==> src/rtl/sdram_cmd_monitor.sv <==
module sdram_cmd_monitor #(
  parameter int NUM_BANKS = 4,
  parameter int BURST_LEN = 4,
  localparam int BANK_W = $clog2(NUM_BANKS),
  localparam int CNT_W = $clog2(BURST_LEN + 1)
) (
  input  logic              clk,
  input  logic              rst_n,
  input  logic              cs_n,
  input  logic              ras_n,
  input  logic              cas_n,
  input  logic              we_n,
  input  logic [BANK_W-1:0] bank,
  input  logic              ap,
  input  logic              dqm,
  output logic              err_pulse,
  output logic [2:0]        err_code,
  output logic              err_sticky
);
  localparam logic [2:0] E_NONE = 3'd0, E_GLOBAL = 3'd1, E_TERM = 3'd2,
                         E_DQM = 3'd3, E_STATE = 3'd4;

  wire [2:0] op = {ras_n, cas_n, we_n};
  wire c_act = !cs_n && op == 3'b011;
  wire c_rd  = !cs_n && op == 3'b101;
  wire c_wr  = !cs_n && op == 3'b100;
  wire c_bst = !cs_n && op == 3'b110;
  wire c_pre = !cs_n && op == 3'b010;
  wire c_ref = !cs_n && op == 3'b001;
  wire c_lmr = !cs_n && op == 3'b000;

  logic [NUM_BANKS-1:0] open_q;
  logic [CNT_W-1:0]     left_q;
  logic [BANK_W-1:0]    bbank_q;
  logic                 brd_q, bap_q, dqm_d1, dqm_d2;

  wire busy     = left_q != '0;
  wire tgt_open = open_q[bank];
  wire tgt_lock = busy && bap_q && bbank_q == bank;

  logic [2:0] code;
  always_comb begin
    code = E_NONE;
    if ((c_ref || c_lmr) && |open_q)
      code = E_GLOBAL;
    else if (c_bst && (!busy || bap_q || bbank_q != bank))
      code = E_TERM;
    else if ((c_act && tgt_open) ||
             ((c_rd || c_wr) && (!tgt_open || tgt_lock)) ||
             (c_pre && !ap && tgt_lock))
      code = E_STATE;
    else if (c_wr && busy && brd_q && !(bap_q ? dqm_d2 : dqm_d1))
      code = E_DQM;
  end

  wire ok = code == E_NONE;

  always_ff @(posedge clk or negedge rst_n) begin
    if (!rst_n) begin
      open_q     <= '0;
      left_q     <= '0;
      bbank_q    <= '0;
      brd_q      <= 1'b0;
      bap_q      <= 1'b0;
      dqm_d1     <= 1'b0;
      dqm_d2     <= 1'b0;
      err_pulse  <= 1'b0;
      err_code   <= E_NONE;
      err_sticky <= 1'b0;
    end else begin
      dqm_d1    <= dqm;
      dqm_d2    <= dqm_d1;
      err_pulse <= !ok;
      err_code  <= code;
      if (!ok) err_sticky <= 1'b1;

      if (busy) begin
        left_q <= left_q - CNT_W'(1);
        if (left_q == CNT_W'(1) && bap_q) open_q[bbank_q] <= 1'b0;
      end

      if (ok) begin
        if (c_act) open_q[bank] <= 1'b1;
        if (c_rd || c_wr) begin
          if (busy && bap_q && bbank_q != bank) open_q[bbank_q] <= 1'b0;
          left_q  <= CNT_W'(BURST_LEN - 1);
          bbank_q <= bank;
          brd_q   <= c_rd;
          bap_q   <= ap;
          if (BURST_LEN == 1 && ap) open_q[bank] <= 1'b0;
        end
        if (c_bst) left_q <= '0;
        if (c_pre) begin
          if (ap) open_q <= '0;
          else    open_q[bank] <= 1'b0;
          if (busy && (ap || bbank_q == bank)) left_q <= '0;
        end
      end
    end
  end
endmodule

==> config.mk <==
export PLATFORM = sky130hd
export DESIGN_NAME = sdram_cmd_monitor
export DESIGN_NICKNAME = d
export VERILOG_FILES = /design/src/rtl/sdram_cmd_monitor.sv
export SDC_FILE = /design/constraint.sdc
export NUM_CORES = 1
export LEC_CHECK = 0
export BUFFER_PORTS_ARGS = -buffer_cell sky130_fd_sc_hd__buf_4
export CELL_PAD_IN_SITES_DETAIL_PLACEMENT = 0
export CELL_PAD_IN_SITES_GLOBAL_PLACEMENT = 1
export CORE_MARGIN = 2
export CORE_UTILIZATION = 35
export DETAILED_ROUTE_END_ITERATION = 16
export PLACE_DENSITY_LB_ADDON = 0.1
export SKIP_LAST_GASP = 1
export SLEW_MARGIN = 10
export SYNTH_ARGS = -nofsm -noshare
export SYNTH_HDL_FRONTEND = slang
export SYNTH_SLANG_ARGS = --single-unit
export TNS_END_PERCENT = 20
==> constraint.sdc <==
create_clock -name clk -period 2.2 [get_ports clk]
set_input_delay 0.11 -clock clk [delete_from_list [all_inputs] [get_ports clk]]
set_output_delay 0.11 -clock clk [all_outputs]
set_load 0.03 [all_outputs]
# Yosys cells after proc, flatten, opt, wreduce, memory -nomap -nowiden
# Index checks and enable logic that the tools add are counted.
# W data, S select, Z words.
# word_totals
regBits	18
output_inout_bits	5
word_cells	99
# classes
muxes	27
n_addsub	1
order_cmp	4
eq_ne	9
bitwise	6
reduce_logical	42
# op_table
operator	count
$mux W4	10
$mux W3	9
$logic_and A1 B1 Y1	23
$and A4 B4 Y4	3
$eq A3 B3 Y1 const B	3
$logic_or A1 B1 Y1	8
$not A4 Y4	2
$eq A3 B1 Y1 const B	2
$eq A3 B2 Y1 const B	2
$logic_not A1 Y1	6
$logic_not A3 Y1	2
$lt A2 B3 Y1 const B	2
$demux W1 S2	2
$ge A2 B1 Y1 const B	2
$mux W1	4
$or A4 B4 Y4	1
$reduce_or A4 Y1	1
$reduce_bool A3 Y1	1
$sub A3 B1 Y3 const B	1
$bmux W1 S2	1
$eq A2 B2 Y1	1
$mux W2	1
$ne A2 B2 Y1	1
$reduce_and A2 Y1	1

# Longest topological paths before layout
# Gate-level depths: netlist of the first run.
# logic_depth
word_depth	20
mapped_depth	7
mapped_depth_nobuf	7

# Worst setup path after synthesis of the first run
# No wires, ideal clock.
# synth_timing
path_kind	register -> register
startpoint	register left_q[0]
endpoint	register bap_q
t_required_ns	2.075
path_slack_ns	0.105
stages_incl_launch_ff	8
t_arrival_ns	1.970
path_cell_list	dfrtp_1 -> inv_1 -> ha_1 -> nor2b_1 -> o41ai_2 -> o211ai_2 -> nor2_2 -> mux2_4
# synth_via
elab_chain_cells	12
elab_cells_between_ends	21
cone_classes	mux: 4; reduce/logical: 17
# synth_rtl
item	line_no	rtl
from (decl)	33	logic [CNT_W-1:0] left_q;
from (signal assigned)	78	left_q <= left_q - CNT_W'(1);
from (signal assigned)	86	left_q <= CNT_W'(BURST_LEN - 1);
$reduce_bool A3 Y1 *	37	wire busy = left_q != '0;
$logic_and A1 B1 Y1 (2 in a row)	39	wire tgt_lock = busy && bap_q && bbank_q == bank;
$logic_or A1 B1 Y1	49	((c_rd || c_wr) && (!tgt_open || tgt_lock)) ||
$logic_and A1 B1 Y1	49	
$logic_or A1 B1 Y1	48	else if ((c_act && tgt_open) ||
$logic_or A1 B1 Y1	49	
$mux W3	48	
$mux W3 *	46	else if (c_bst && (!busy || bap_q || bbank_q != bank))
$mux W3 *	44	if ((c_ref || c_lmr) && |open_q)
$logic_not A3 Y1 *	56	wire ok = code == E_NONE;
$reduce_and A2 Y1 (no source line) *	-	
to (signal assigned)	89	bap_q <= ap;
to (decl)	35	logic brd_q, bap_q, dqm_d1, dqm_d2;
# Mark *: on every way between the ends. The rest lies on a longest branch, timed or not.
# A chain may end at the register's enable or synchronous reset.

# Worst setup path in the final report of the first run
# layout_timing
startpoint	register left_q[0]
endpoint	register brd_q
# layout_via
elab_chain_cells	12
elab_cells_between_ends	21
cone_classes	mux: 4; reduce/logical: 17
# layout_rtl
item	line_no	rtl
$reduce_bool A3 Y1 *	37	
$logic_and A1 B1 Y1 (2 in a row)	39	
$logic_or A1 B1 Y1	49	
$logic_and A1 B1 Y1	49	
$logic_or A1 B1 Y1	48	
$logic_or A1 B1 Y1	49	
$mux W3	48	
$mux W3 *	46	
$mux W3 *	44	
$logic_not A3 Y1 *	56	
$reduce_and A2 Y1 (no source line) *	-	
to (signal assigned)	88	brd_q <= c_rd;
to (decl)	35	
# Marked as above.

==> impl_results.md, run 1 <==
- Post-synth EDFFs: 0
- Most Used Layer, Global Route: met1
- Remaining antenna violation count after routing: 0
- Min Tclk post-route: 2.08 ns
- Post-route cell area: 1390 um2
- Routed WL: between 2000 and 3000 um
- 1st-iter DRT viols: 35
- TritonCTS clock tree: done
- Largest net degree at the start of global routing: 19
- Post-synth top cells: 18 x dfrtp_1, 7 x inv_1, 7 x nand2_1, 7 x nor2_1
- # rows: 20
- Tot Pwr: 1320 uW
- Worst Reg-to-Reg Cells: 7
- Ranking of synthesized cells by area: dfrtp_1 41%, mux2i_1 4.5%, mux2_4 4.1%
- Share of cells above drive strength 1: 0.286
- Pleak: 0.000622 uW
- Comb pwr share: 0.462
- Cell Area, Synth: 1110 um2
- Met1 usage: 0.254
- Area post-placement: 1320 um2
- Synthesis-to-layout area growth: 25.3%
- Clock slew at reported path FFs: 0.10 ns
- Initial core utilization: 0.367
- FMAX: ~480 MHz
- Placeable core region: 3030 um2
- Vias in the first global route: 912
- Ant. Diodes: 0
- Gpl congestion: ~0.84
- Hold endpoint: err_code[0]
- Hold Crit Class: in2reg
- Ys flop type: dfrtp_1
- Synth top area share: 0.405
- Int Power: 795 uW
- Chip width: 60.3 um
- Status: finished, final reports clean
- Total track usage: 0.171
- Type of origin of the critical path: register
- Final Max Tran Viols: 0
- Cell variety after synth: between 40 and 50
- Switching share of power: 0.399
- Non-Filler Instances: roughly 180
- Slew margin rel.: 0.598
- MaxCap Viol Count: 0
- Sinks on Clock Net: 18
- Remaining Overflow, GRT: 0
- Clk Latency, worst-skew pair: 0.29 ns
- Per-cell routed wire length: 15.2 um
- Hold Crit Depth: 2
- CP Capture Type: register
- DR pass1 iterations: 4
- CP max FO: 5
- Clock Path Buffers: 2
- Seq/Total Area, Yosys: 0.405
- Remaining DRCs: 0
- Dpl cells: 172
- Worst Clk Skew: about 0.0028 ns
- Synth Register Bits: 18
- DR vias: 936
- CP required: 2.38 ns
- Synth warn: 0
- NetSw: 529 uW
- Htree depth: 1
- IO Port Bufs: 14
- Power share of the clock group: 0.123
- Final hold violation count: 0
- Final net count: 148
- Peak VDD IR: 0.000292 V
- Sum Neg Setup Slack: 0 ns
- Hold Slack: 0.0493 ns
- Count leader, synth: dfrtp_1
- HPWL Detailed: 2030 um
- R2R Path End: brd_q
- RSZ-0062 raised after global routing: yes
- Sequential power share: 0.415
- Fin crit share: 0.947
- Pwr dens: approximately 950 nW/um2
- Grt met3 use: 0.0490
- Area leader, netlist: dfrtp_1
- Avg Inst Size Synth: 10.2 um2
- Synthesized Nets: 122
- Worst flop-to-flop path startpoint: left_q[0]
- Actual slew at the worst max-slew pin: 0.595 ns
- CTS root buf: clkbuf_4
- Crit path DAT: 2.27 ns
- IO Count: 15
- DR vias/cell: roughly 5.3
- Final setup vio count: 0
- Mapped Cells: 109
- Antenna violations before repair: 0
- Die area: 3640 um2
- Reg2Reg Setup Slack: 0.12 ns
- Post-synth ARST share: 1.00
- GR Util met2: 0.252
- CTS Buf Count: 3
- Setup CP Type: reg2reg
- Die Y: 60.3 um
- Hold Path Origin: cas_n
- First-pass GRT wire length: 4600 um
==> per-stage QoR <==
stage	util	setup WS, ns
after global placement	0.436	0.105
final	0.460	0.117
after global routing	0.460	-0.00699
after detailed placement	0.436	0.0191
after floorplan	-	0.105
after CTS	0.451	0.0495
==> power groups by stage <==
stage	logic, uW	clock network (uW)	registers (uW)
after global routing	675	187	570
final	611	163	550
after global placement	568	0	547
after floorplan	402	0	537
after CTS	580	173	542
after detailed placement	574	0	547
==> kinds of logic after synthesis <==
kind of cell | after synthesis | synth area share
simple gates | 36 | 0.189
flops | 18 | 0.405
xor+xnor | 3 | 0.0237
mux | 9 | 0.106
compound gates | 30 | 0.207
buf+inv | 10 | 0.0349
fa+ha+maj | 3 | 0.0338
==> critical path: stages, from the launching register on <==
cell,delay [ns]
dfrtp_1,0.40
inv_1,0.07
ha_1,0.26
nor2b_4,0.16
o41ai_4,0.37
o211ai_2,0.18
nor2_4,0.22
mux2_4,0.32
==> flip-flops by register name, summed over array words and instances, names as in the netlist <==
| register | cells |
|---|---|
| dqm_d2 | 1 |
| open_q | 4 |
| err_pulse | 1 |
| left_q | 3 |
| err_sticky | 1 |
| dqm_d1 | 1 |
| bap_q | 1 |
| brd_q | 1 |
| err_code | 3 |
| bbank_q | 2 |
==> cell usage in the layout, fill, tap and decap left out, drive strengths merged, types with 3 or more instances in the layout <==
master,Yosys,layout
a31oi,4,4
nor2b,3,3
dfrtp,18,18
o22ai,3,3
nor2,8,8
o41ai,3,3
mux2i,5,5
a21oi,5,5
nand2,7,7
nand2b,4,4
clkbuf,2,3
mux2,3,3
a221oi,4,4
ha,3,3
buf,1,22
inv,7,7
==> worst max-delay path by stage <==
stage                          from  depth (start not counted)    endpoint  slack (ns)
after floorplan           left_q[0]                          7       bap_q        0.11
after global placement    left_q[0]                          7  bbank_q[1]        0.10
after detailed placement  left_q[0]                          7       brd_q        0.02
after CTS                 left_q[0]                          9   open_q[1]        0.05
after global routing      left_q[0]                          9   open_q[1]      -0.007
final                     left_q[0]                          7       brd_q        0.12
==> area by class of cell <==
class,instances,area [um2]
Sequential cell,18,450
Inverter,7,26.3
Clock buffer,3,22.5
Tap cell,44,55.1
Fill cell,287,1640
Multi-Input combinational cell,81,653
Timing Repair Buffer,24,185
==> metal layers <==
| layer | up-vias | wire [um] |
|---|---|---|
| met1 | 451 | 1380 |
| li1 | 462 | - |
| met2 | 21 | 1170 |
| met4 | 0 | 19 |
| met5 | - | 0 |
| met3 | 2 | 124 |
==> what timing repair did <==
| item | in CTS | in global routing |
|---|---|---|
| endpoints found under the setup margin | 3 | 10 |
| pin swaps | 0 | 1 |
| hold endpoints to repair | 19 | 0 |
| hold buffers | 2 | 0 |
| setup buffers | 0 | 0 |
| gates resized for setup | 1 | 4 |
(Power assumes the default switching activity.)
==> inputs of run 2 (changes only) <==
--- a/config.mk
+++ b/config.mk
@@ -12,7 +12,7 @@
 export CORE_UTILIZATION = 35
 export DETAILED_ROUTE_END_ITERATION = 16
 export PLACE_DENSITY_LB_ADDON = 0.1
-export SKIP_LAST_GASP = 1
+export RECOVER_POWER = 25
 export SLEW_MARGIN = 10
 export SYNTH_ARGS = -nofsm -noshare
 export SYNTH_HDL_FRONTEND = slang
==> impl_results.md, run 2 (synthesis results as in run 1) <==
- Status: finished, final reports clean
- Vias in the first global route: 912
- Total track usage: 0.171
- Largest register by flop count: open_q
- DR vias/cell: 5.28
- CP Capture Type: register
- Post-CTS setup buffer count: 0
- Most frequent cells in the layout: 21 x buf_4, 18 x dfrtp_1, 7 x inv_1, 7 x nand2_1, 7 x nor2_1
- Remaining DRCs: 0
- Ant. Diodes: 0
- Fin crit share: 0.945
- Power share of the clock group: 0.122
- Crit path DAT: about 2.3 ns
- RSZ-0062 raised after global routing: no
- Routed WL: 2680 um
- CP required: around 2.4 ns
- Hold endpoint: err_code[0]
- Final worst slack: 0.121 ns
- 1st-iter DRT viols: 39
- DR pass1 iterations: 4
- Final net count: 148
- Switching share of power: 0.400
- Peak VDD IR: 0.000296 V
- Placeable core region: 3030 um2
- First-pass GRT wire length: 4600 um
- Synthesis-to-layout area growth: 25.6%
- Antenna violations before repair: 0
- Largest net degree at the start of global routing: 19
- Setup CP Type: reg2reg
- CTS Buf Count: 3
- Htree depth: 1
- CP max FO: 5
- Comb pwr share: 0.463
- Int Power: ~800 uW
- DR vias: 935
- Slew margin rel.: 0.337
- Sinks on Clock Net: 18
- CTS root buf: clkbuf_4
- Sequential power share: 0.415
- Remaining Overflow, GRT: 0
- # rows: 20
- Die Y: 60.3 um
- Gpl congestion: 0.844
- Worst flop-to-flop path startpoint: left_q[0]
- Remaining antenna violation count after routing: 0
- TritonCTS clock tree: done
- Worst Reg-to-Reg Cells: 7
- HPWL Detailed: ~2000 um
- Die area: 3640 um2
- Hold Path Origin: cas_n
- Pre-CTS setup slack: between 0.015 and 0.02 ns
- Clk Latency, worst-skew pair: 0.29 ns
- R2R Path End: brd_q
- Share of cells above drive strength 1: 0.286
- Actual slew at the worst max-slew pin: 0.995 ns
- Final Max Tran Viols: 0
- IO Port Bufs: 14
- Final setup vio count: 0
- Chip width: 60.3 um
- MaxCap Viol Count: 0
- Initial core utilization: 0.367
- NetSw: 532 uW
- Hold Crit Depth: 2
- Reg2Reg Setup Slack: 0.12 ns
- Worst Clk Skew: 0.00449 ns
- Commonest non-fill, non-tap cell in the layout: buf_4
- Sum Neg Setup Slack: 0 ns
- FMAX: 481 MHz
- Clock Path Buffers: 2
- Largest regs: open_q x4, err_code x3, left_q x3
- IO Count: 15
- Pleak: 0.000623 uW
- Number of flip-flops in the largest register: 4
- Type of origin of the critical path: register
- Clock slew at reported path FFs: 0.10 ns
- Final hold violation count: 0
- Pwr dens: around 950 nW/um2
- Tot Pwr: around 1300 uW
- Per-cell routed wire length: about 15 um
- Hold Crit Class: in2reg
- Min Tclk post-route: slightly above 2 ns
[run 2: worst max-delay path by stage]
stage / slack [ns] / start / end / depth (start not counted)
after floorplan: 0.11 / left_q[0] / bap_q / 7
after global placement: 0.10 / left_q[0] / bbank_q[1] / 7
after CTS: 0.05 / left_q[0] / open_q[1] / 9
after detailed placement: 0.02 / left_q[0] / brd_q / 7
final: 0.12 / left_q[0] / brd_q / 7
after global routing: 0.005 / left_q[0] / bap_q / 7
[run 2: routing by layer]
| metal | share of wire | wire length, um | global-route usage |
|---|---|---|---|
| met5 | 0 | 0 | 0 |
| met4 | 0.0071 | 19 | 0.0286 |
| met3 | 0.043 | 116 | 0.0490 |
| met2 | 0.44 | 1180 | 0.252 |
| met1 | 0.51 | 1370 | 0.254 |
[run 2: final cells by class]
type                    count  area [um2]
well taps                  44        55.1
clock buffers               3        22.5
multi-input cells          81         659
repair buffers             24         181
inverters                   7        26.3
fillers                   289        1630
flip-flops and latches     18         450
[run 2: power groups by stage]
stage               clock (uW)  sequential (uW)  combinational (uW)
floorplan                    0              537                 402
global placement             0              547                 568
detailed placement           0              547                 574
CTS                        173              542                 580
global route               187              571                 680
finish                     162              552                 615
[run 2: critical path, cell delays in order, from the launching register on]
cell and delay, ns:
dfrtp_1 0.40, inv_1 0.07, ha_1 0.26, nor2b_4 0.16, o41ai_4 0.37, o211ai_2 0.18, nor2_4 0.21, mux2_4 0.32
[run 2: metrics by stage]
step,hold slack [ns],util,cells,instance area [um2]
2_1_floorplan,-0.186,-,109,1110
3_3_place_gp,-0.00785,0.436,172,1320
3_5_place_dp,-0.00127,0.436,172,1320
4_1_cts,0.0411,0.451,177,1370
5_1_grt,0.0572,0.461,177,1400
6_report,0.0515,0.461,177,1400
[run 2: repair_timing]
action                                  in CTS  in global routing
pin swaps                                    0                  1
endpoints found under the hold margin       19                  0
resized for setup                            1                  5
hold buffers                                 2                  0
endpoints found under the setup margin       3                 10
